<file path="src/rtl/stx_pkg.sv">
package stx_pkg;

    // Command codes on cmd_i
    typedef enum logic [1:0] {
        CMD_NONE    = 2'b00,
        CMD_ENABLE  = 2'b01,
        CMD_DISABLE = 2'b10,
        CMD_RSVD    = 2'b11
    } stx_cmd_e;

endpackage

</file>
<file path="src/rtl/stx_frame_builder.sv">
module stx_frame_builder #(
    parameter int DATA_W  = 8,
    parameter int FRAME_W = DATA_W + 4,
    parameter int LEN_W   = $clog2(FRAME_W + 1)
) (
    input  logic [DATA_W-1:0]  data_i,
    input  logic               par_en_i,
    input  logic               par_odd_i,
    input  logic               two_stop_i,
    output logic [FRAME_W-1:0] frame_o,
    output logic [LEN_W-1:0]   len_o
);

    // Bit 0 goes out first: start, data LSB first, parity, stop bits.
    // Every position not written below stays 1 and serves as a stop bit.
    always_comb begin
        frame_o             = '1;
        frame_o[0]          = 1'b0;
        frame_o[DATA_W:1]   = data_i;
        if (par_en_i) begin
            frame_o[DATA_W+1] = (^data_i) ^ par_odd_i;
        end
        len_o = LEN_W'(DATA_W + 2) + LEN_W'(par_en_i) + LEN_W'(two_stop_i);
    end

endmodule

</file>
<file path="src/rtl/stx_shifter.sv">
module stx_shifter #(
    parameter int FRAME_W    = 12,
    parameter int LEN_W      = 4,
    parameter int OVERSAMPLE = 16
) (
    input  logic               clk,
    input  logic               rst_n,
    input  logic               tick_i,
    input  logic               load_i,
    input  logic [FRAME_W-1:0] load_frame_i,
    input  logic [LEN_W-1:0]   load_len_i,
    output logic               txd_o,
    output logic               busy_o,
    output logic               frame_end_o
);

    localparam int              SUB_W    = (OVERSAMPLE > 1) ? $clog2(OVERSAMPLE) : 1;
    localparam logic [SUB_W-1:0] SUB_LAST = SUB_W'(OVERSAMPLE - 1);

    typedef struct packed {
        logic               busy;
        logic [FRAME_W-1:0] frame;
        logic [LEN_W-1:0]   left;
        logic [SUB_W-1:0]   sub;
    } shift_state_t;

    shift_state_t sh_d, sh_q;
    logic         bit_done;

    always_comb begin
        sh_d        = sh_q;
        bit_done    = sh_q.busy && tick_i && (sh_q.sub == SUB_LAST);
        frame_end_o = bit_done && (sh_q.left == LEN_W'(1));

        if (sh_q.busy && tick_i) begin
            if (bit_done) begin
                sh_d.sub   = '0;
                sh_d.frame = {1'b1, sh_q.frame[FRAME_W-1:1]};
                sh_d.left  = sh_q.left - LEN_W'(1);
                if (sh_q.left == LEN_W'(1)) begin
                    sh_d.busy = 1'b0;
                end
            end else begin
                sh_d.sub = sh_q.sub + SUB_W'(1);
            end
        end

        // A new frame replaces the state, even on the edge that ends the old one
        if (load_i) begin
            sh_d.busy  = 1'b1;
            sh_d.frame = load_frame_i;
            sh_d.left  = load_len_i;
            sh_d.sub   = '0;
        end
    end

    always_ff @(posedge clk) begin
        if (!rst_n) begin
            sh_q <= '{busy: 1'b0, frame: '1, left: '0, sub: '0};
        end else begin
            sh_q <= sh_d;
        end
    end

    assign txd_o  = sh_q.busy ? sh_q.frame[0] : 1'b1;
    assign busy_o = sh_q.busy;

    // An edge without a tick and without a load must not move the line
    AST_BIT_HOLDS: assert property (@(posedge clk) disable iff (!rst_n)
        (sh_q.busy && !tick_i && !load_i) |=> $stable(txd_o));

endmodule

</file>
<file path="src/rtl/stx_transmitter.sv">
module stx_transmitter
    import stx_pkg::*;
#(
    parameter int DATA_W     = 8,
    parameter int OVERSAMPLE = 16
) (
    input  logic              clk,
    input  logic              rst_n,
    input  logic              baud16_en_i,
    input  logic [1:0]        cmd_i,
    input  logic              par_en_i,
    input  logic              par_odd_i,
    input  logic              two_stop_i,
    input  logic              wr_en_i,
    input  logic [DATA_W-1:0] wr_data_i,
    output logic              txd_o,
    output logic              tx_ready_o,
    output logic              tx_empty_o
);

    localparam int FRAME_W = DATA_W + 4;
    localparam int LEN_W   = $clog2(FRAME_W + 1);

    typedef struct packed {
        logic              enabled;
        logic              hold_full;
        logic [DATA_W-1:0] hold_data;
    } tx_state_t;

    tx_state_t          st_d, st_q;
    logic               load_go;
    logic               sh_busy;
    logic               sh_frame_end;
    logic [FRAME_W-1:0] new_frame;
    logic [LEN_W-1:0]   new_len;
    logic               enabled_q;
    logic               hold_full_q;

    assign enabled_q   = st_q.enabled;
    assign hold_full_q = st_q.hold_full;

    always_comb begin
        st_d    = st_q;
        load_go = st_q.enabled && st_q.hold_full && (!sh_busy || sh_frame_end);

        if (load_go) begin
            st_d.hold_full = 1'b0;
        end
        if (st_q.enabled && !st_q.hold_full && wr_en_i) begin
            st_d.hold_full = 1'b1;
            st_d.hold_data = wr_data_i;
        end

        case (cmd_i)
            CMD_ENABLE:  st_d.enabled = 1'b1;
            CMD_DISABLE: begin
                st_d.enabled   = 1'b0;
                st_d.hold_full = 1'b0;
            end
            default: ;
        endcase
    end

    always_ff @(posedge clk) begin
        if (!rst_n) begin
            st_q <= '{enabled: 1'b0, hold_full: 1'b0, hold_data: '0};
        end else begin
            st_q <= st_d;
        end
    end

    stx_frame_builder #(
        .DATA_W  (DATA_W),
        .FRAME_W (FRAME_W),
        .LEN_W   (LEN_W)
    ) i_builder (
        .data_i     (st_q.hold_data),
        .par_en_i   (par_en_i),
        .par_odd_i  (par_odd_i),
        .two_stop_i (two_stop_i),
        .frame_o    (new_frame),
        .len_o      (new_len)
    );

    stx_shifter #(
        .FRAME_W    (FRAME_W),
        .LEN_W      (LEN_W),
        .OVERSAMPLE (OVERSAMPLE)
    ) i_shifter (
        .clk          (clk),
        .rst_n        (rst_n),
        .tick_i       (baud16_en_i),
        .load_i       (load_go),
        .load_frame_i (new_frame),
        .load_len_i   (new_len),
        .txd_o        (txd_o),
        .busy_o       (sh_busy),
        .frame_end_o  (sh_frame_end)
    );

    assign tx_ready_o = st_q.enabled && !st_q.hold_full;
    assign tx_empty_o = st_q.enabled && !st_q.hold_full && !sh_busy;

    AST_WRITE_CLEARS_READY: assert property (@(posedge clk) disable iff (!rst_n)
        (wr_en_i && tx_ready_o) |=> !tx_ready_o);

    AST_HOLD_TO_SHIFT: assert property (@(posedge clk) disable iff (!rst_n)
        (hold_full_q && enabled_q && !sh_busy) |=> (sh_busy && !hold_full_q));

    AST_DISABLE_FLAGS: assert property (@(posedge clk) disable iff (!rst_n)
        (cmd_i == CMD_DISABLE) |=> (!tx_ready_o && !tx_empty_o));

    AST_EMPTY_AFTER_STOP: assert property (@(posedge clk) disable iff (!rst_n)
        ($rose(tx_empty_o) && $past(enabled_q)) |-> $past(sh_frame_end));

    AST_EMPTY_LINE_HIGH: assert property (@(posedge clk) disable iff (!rst_n)
        tx_empty_o |-> txd_o);

endmodule

</file>
<file path="config.mk">
export PLATFORM = sky130hd
export DESIGN_NAME = stx_transmitter
export DESIGN_NICKNAME = d
export VERILOG_FILES = /design/src/rtl/stx_pkg.sv /design/src/rtl/stx_frame_builder.sv /design/src/rtl/stx_shifter.sv /design/src/rtl/stx_transmitter.sv
export SDC_FILE = /design/constraint.sdc
export NUM_CORES = 1
export LEC_CHECK = 0
export ABC_AREA = 1
export CAP_MARGIN = 40
export CORE_MARGIN = 2
export CORE_UTILIZATION = 35
export DETAILED_ROUTE_END_ITERATION = 8
export GPL_TIMING_DRIVEN = 0
export MAX_ROUTING_LAYER = met4
export PLACE_DENSITY = 0.56
export SYNTH_ARGS = -nofsm -noshare
export SYNTH_HDL_FRONTEND = slang
export SYNTH_SLANG_ARGS = --single-unit
</file>
<file path="constraint.sdc">
create_clock -name clk -period 2.05 [get_ports clk]
set_clock_uncertainty 0.1 [all_clocks]
set_input_delay 0.205 -clock clk [delete_from_list [all_inputs] [get_ports clk]]
set_output_delay 0.205 -clock clk [all_outputs]
set_load 0.02 [all_outputs]
</file>
# Word-level counts from Yosys, hierarchy flattened
# Index checks and enable logic that the tools add are counted.
# classes
mux,10
bitwise_logic,2
add_sub_neg,4
n_reduce_logical,21
eq_ne,4
# op_table
cell,count
2-to-1 mux 21 bit,2
2-to-1 mux 17 bit,1
nonzero test 2 bit,5
2-to-1 mux 9 bit,1
logical AND 1 bit,8
XOR reduction 8 bit,1
adder 4 x 1 -> 4 bit,1
"adder 4 x 1 -> 4 bit, first input constant",1
"adder 4 x 1 -> 4 bit, second input constant",1
"equality test 4 x 1 -> 1 bit, second input constant",1
"equality test 4 bit, second input constant",1
2-to-1 mux 1 bit,4
2-to-1 mux 4 bit,1
OR reduction 2 bit,2
"subtractor 4 x 1 -> 4 bit, second input constant",1
AND reduction 3 bit,1
"equality test 2 x 1 -> 1 bit, second input constant",1
"equality test 2 bit, second input constant",1
zero test 1 bit,2
one-hot mux 1 bit (2 select lines),1
AND reduction 2 bit,1
logical OR 1 bit,1
NOT 1 bit,1
bitwise XOR 1 bit,1
# totals
elab_cells,48
reg_bits,29
output_inout_bits,3
inputBits,17

# Depth between registers and ports, before layout
# Gate-level depths: netlist of run 1.
# depth
depth_word,7
ltp_mapped,11
mapped_depth_nobuf,10

# Hierarchy
# Synthesis of run 1 repeated with hierarchy kept, for this count alone.
# hier_totals
cells_unflattened,262
area_unflattened_um2,1749.2
# modules_own_cells
module,area_each_um2,n_inst,seq_area_each_um2,cells_per_inst
stx_shifter,1017.2,1,420.4,142
stx_transmitter,469.2,1,200.2,70
stx_frame_builder,262.8,1,0.0,50

# Worst setup path before layout of run 1
# Ideal clock, no wire load.
# synth_path
path_kind,reg2reg
from,"reg st_q, in the netlist enabled_q"
to,reg st_q[5] in the netlist's numbering
n_path_buf,1
arrival_ps,1310
stages_incl_launch_ff,7
path_slack_ps,512
required_time_ps,1822
setup_time_ps,128
synth_period_minus_slack_ps,1538
path_cell_list,dfxtp_1 -> inv_1 -> nor2_1 -> nand2_1 -> clkbuf_1 -> o21ai_0 -> a21oi_1
# synth_between
elab_chain_len,2
# synth_lines
item,line,text
from (decl),stx_transmitter.sv:30,"tx_state_t st_d, st_q;"
from (signal assigned),stx_transmitter.sv:66,"st_q <= '{enabled: 1'b0, hold_full: 1'b0, hold_data: '0};"
from (signal assigned),stx_transmitter.sv:68,st_q <= st_d;
logical AND 1 bit,-,
named net tx_ready_o,stx_transmitter.sv:17,"output logic tx_ready_o,"
logical AND 1 bit,stx_transmitter.sv:49,if (st_q.enabled && !st_q.hold_full && wr_en_i) begin
# The timed path passes the listed nets, and every way through them passes these cells.
# A chain may end at the register's enable or synchronous reset.

# Final worst setup path of run 1
# layout_path
from,"reg i_shifter.sh_q, in the netlist i_shifter.busy_o"
to,out tx_empty_o
# layout_between
elab_chain_len,2
# layout_lines
item,line,text
from (decl),stx_shifter.sv:27,"shift_state_t sh_d, sh_q;"
from (signal assigned),stx_shifter.sv:59,"sh_q <= '{busy: 1'b0, frame: '1, left: '0, sub: '0};"
zero test 1 bit,stx_transmitter.sv:102,assign tx_empty_o = st_q.enabled && !st_q.hold_full && !sh_busy;
logical AND 1 bit,stx_transmitter.sv:102,
to (decl),stx_transmitter.sv:18,output logic tx_empty_o
# No other way between the ends.

==> impl_results.md, run 1 <==
- Root Driver: clkbuf_8
- Fmax: 0.554 GHz
- CTS clk-pin slew, worst paths: 0.06 ns
- Post-synthesis sequential area ratio: 38.4%
- Tot GR Track Use: 14.0%
- Most frequent cells in the layout: nand2_1, inv_1, dfxtp_1, nand3_1, a21oi_1
- Worst Path Arrival: 1.50 ns
- RSZ-0062 raised after global routing: no
- Reg2reg start: i_shifter.sh_q[0]
- Area taken by multi-input logic gates: 766 sq um
- Synth Cell Area: 0.00151 sq mm
- Final hold violation count: 0
- Global-route wire length before repair: 5290 microns
- Critical Path Start: i_shifter.busy_o
- Final wirelength: 3070 microns
- Comb power frac: 13.2%
- Vias: 1,364
- DP HPWL: 2380 microns
- NetSw: 0.297 mW
- # H-tree levels: 2
- Fill cell count: 455
- Int Pwr: 0.895 mW
- Via-to-Cell Ratio: 4.70
- Lkg Pwr: 0.818 nW
- Final period util: 88.0%
- Mapped Cells: 214
- TritonCTS Buffers: 5
- Largest net degree at the start of global routing: 11
- DRC Markers: 0
- Hold-fix buffer count after cts: 0
- Core Area: 0.00409 sq mm
- Switching part of the total: 24.9%
- Die ar.: 0.00486 sq mm
- Diode count: 0
- NumNets Final: 261
- Slew HR: 70.0%
- Crit. End Element: output pin
- Register Area: 581 sq um
- Worst-skew pair later-pin latency: 0.27 ns
- Synthesized area per cell: 7.07 sq um
- YS warnings: 0
- Outcome: complete, no violations
- Layout cells sized above 1: 9.17%
- Vias in the first global route: 1,215
- Register share of total power: 50.0%
- Tot Pwr: 1.19 mW
- Worst IR Drop VDD: 0.336 mV
- Commonest non-fill, non-tap cell in the layout: nand2_1
- Die height: 69.7 microns
- Clock Path Buffers: 2
- PD cells: 649 mW/mm^2
- Slowest cell on crit path: clkdlybuf4s50_1
- Setup Viol. Count Final: 0
- Worst Path Required: 1.75 ns
- Final Slew Violations: 0
- Post CTS Setup Buffer Count: 0
- DRT Pass-1 Iters: 4
- Crit-path max cell delay: 0.63 ns
- Congestion Overflow GR: 0
- # clock sinks: 29
- Worst-case reg-to-reg path depth: 9
- WHS: 0.277 ns
- Post-Syn Nets: 236
- DR WL/cell: 10.6 microns
- Post-synthesis cell type count: 26
- Std-Cell Rows: 23
- Post-CTS sizing: 0
- Antenna Nets Post-Route: 0
- IO buf count: 18
- Setup TNS: 0 ns
- FF+latch count, synth: 29
- Clock network power share: 36.8%
- Iteration-0 DRC Markers: 57
- I/O pins: 20
- Capturing point of the worst reg2reg path: i_shifter.sh_q[5]
- Starting Density: 37.0%
- Placer Congestion: 0.812
- Crit path max fanout: 7
- Initial antenna violation count: 0
- Area Growth Syn to Fin: 21.3%
- Reg-to-reg slack, setup: 0.32 ns
- WS Path Type: reg2out
- CTS tree: done
- Worst min path class: in2reg
- CP Capture Point: tx_empty_o
- Critical-path cell list: nor3_1 -> clkdlybuf4s50_1
- Worst Max-Slew Pin Slew: 0.449 ns
- CP Launch Type: flop
- Die span in x: 69.7 microns
- Final min period: 1.80 ns
- Max cap viols: 0
==> synthesized netlist by cell type, drive strengths merged <==
cell / count / share of area (%)
a21oi: 19 / 6.3
nand3: 26 / 9.3
a21boi: 1 / 0.50
o31ai: 1 / 0.50
buf: 3 / 1.8
nor3b: 2 / 0.99
nor2: 16 / 5.0
dfxtp: 29 / 38
inv: 35 / 8.7
nand4: 1 / 0.41
clkbuf: 2 / 0.50
nand2: 47 / 12
or2: 1 / 0.41
xnor2: 1 / 0.58
nor3: 4 / 1.3
ha: 5 / 4.1
o21ai: 18 / 7.2
nor4: 1 / 0.41
xor2: 2 / 1.2
==> power by group through the flow <==
| stage | registers [mW] | logic [mW] | clock network [mW] |
|---|---|---|---|
| after detailed placement | 0.608 | 0.158 | 0 |
| after CTS | 0.596 | 0.158 | 0.457 |
| after global routing | 0.598 | 0.179 | 0.488 |
| after floorplan | 0.605 | 0.0996 | 0 |
| final | 0.596 | 0.157 | 0.439 |
| after global placement | 0.608 | 0.157 | 0 |
==> per-layer routing <==
layer | wire [microns] | vias up | track usage (%)
met4 | 50 | 0 | 5.13
met5 | 0 | - | -
met2 | 1330 | 32 | 20.0
met1 | 1530 | 588 | 18.0
met3 | 160 | 7 | 5.38
li1 | - | 737 | -
==> registers in the layout, summed over array words and instances, names as in the netlist <==
| signal | cells |
|---|---|
| i_shifter.sh_q | 18 |
| i_shifter.busy_o | 1 |
| hold_full_q | 1 |
| enabled_q | 1 |
| st_q | 8 |
==> cells by family after synthesis <==
| family | count (synthesis) | share of synthesized area, % |
|---|---|---|
| and+or+nand+nor | 98 | 30.3 |
| buffers and inverters | 40 | 11.0 |
| AOI/OAI and AO/OA | 39 | 14.5 |
| DFF | 29 | 38.4 |
| adders and majority gates | 5 | 4.14 |
| xor gates and xnor gates | 3 | 1.74 |
==> area by class of cell <==
cell class,count,share of cell area (%)
Buffer,5,1.91
Clock buffer,8,4.36
Inverter,35,7.16
Sequential cell,29,31.6
Multi-Input combinational cell,145,41.7
Timing Repair Buffer,18,9.82
Tap cell,50,3.41
==> critical path: cells and delay by family, from the launching register on <==
family / cells / cell delay [ns]
buf+inv: 1 / 0.63
flops: 1 / 0.39
simple gates: 1 / 0.21
==> through the flow <==
step	area, sq um	cells	worst slack, ns	utilization, %
finish	1840	290	0.245	44.9
global route	1840	290	0.137	44.9
CTS	1840	290	0.211	44.9
detailed placement	1760	282	0.144	43.0
global placement	1760	282	0.153	43.0
floorplan	1510	214	0.512	-
==> worst min path at each step <==
stage / to / slack [ns] / from / cells past startpoint
global route: i_shifter.sh_q[15] / 0.33 / rst_n / 4
floorplan: st_q[0] / 0.30 / wr_data_i[0] / 2
global placement: i_shifter.sh_q[8] / 0.34 / i_shifter.sh_q[9] / 2
CTS: i_shifter.sh_q[14] / 0.28 / rst_n / 4
finish: i_shifter.sh_q[14] / 0.28 / rst_n / 4
detailed placement: i_shifter.sh_q[8] / 0.34 / i_shifter.sh_q[9] / 2
(Power assumes the default switching activity.)
==> run 2: changes to the inputs <==
SKIP_LAST_GASP = 1   (was unset)
==> results of run 2 <==
No change in the layout: final DEF, timing and power equal those of run 1.
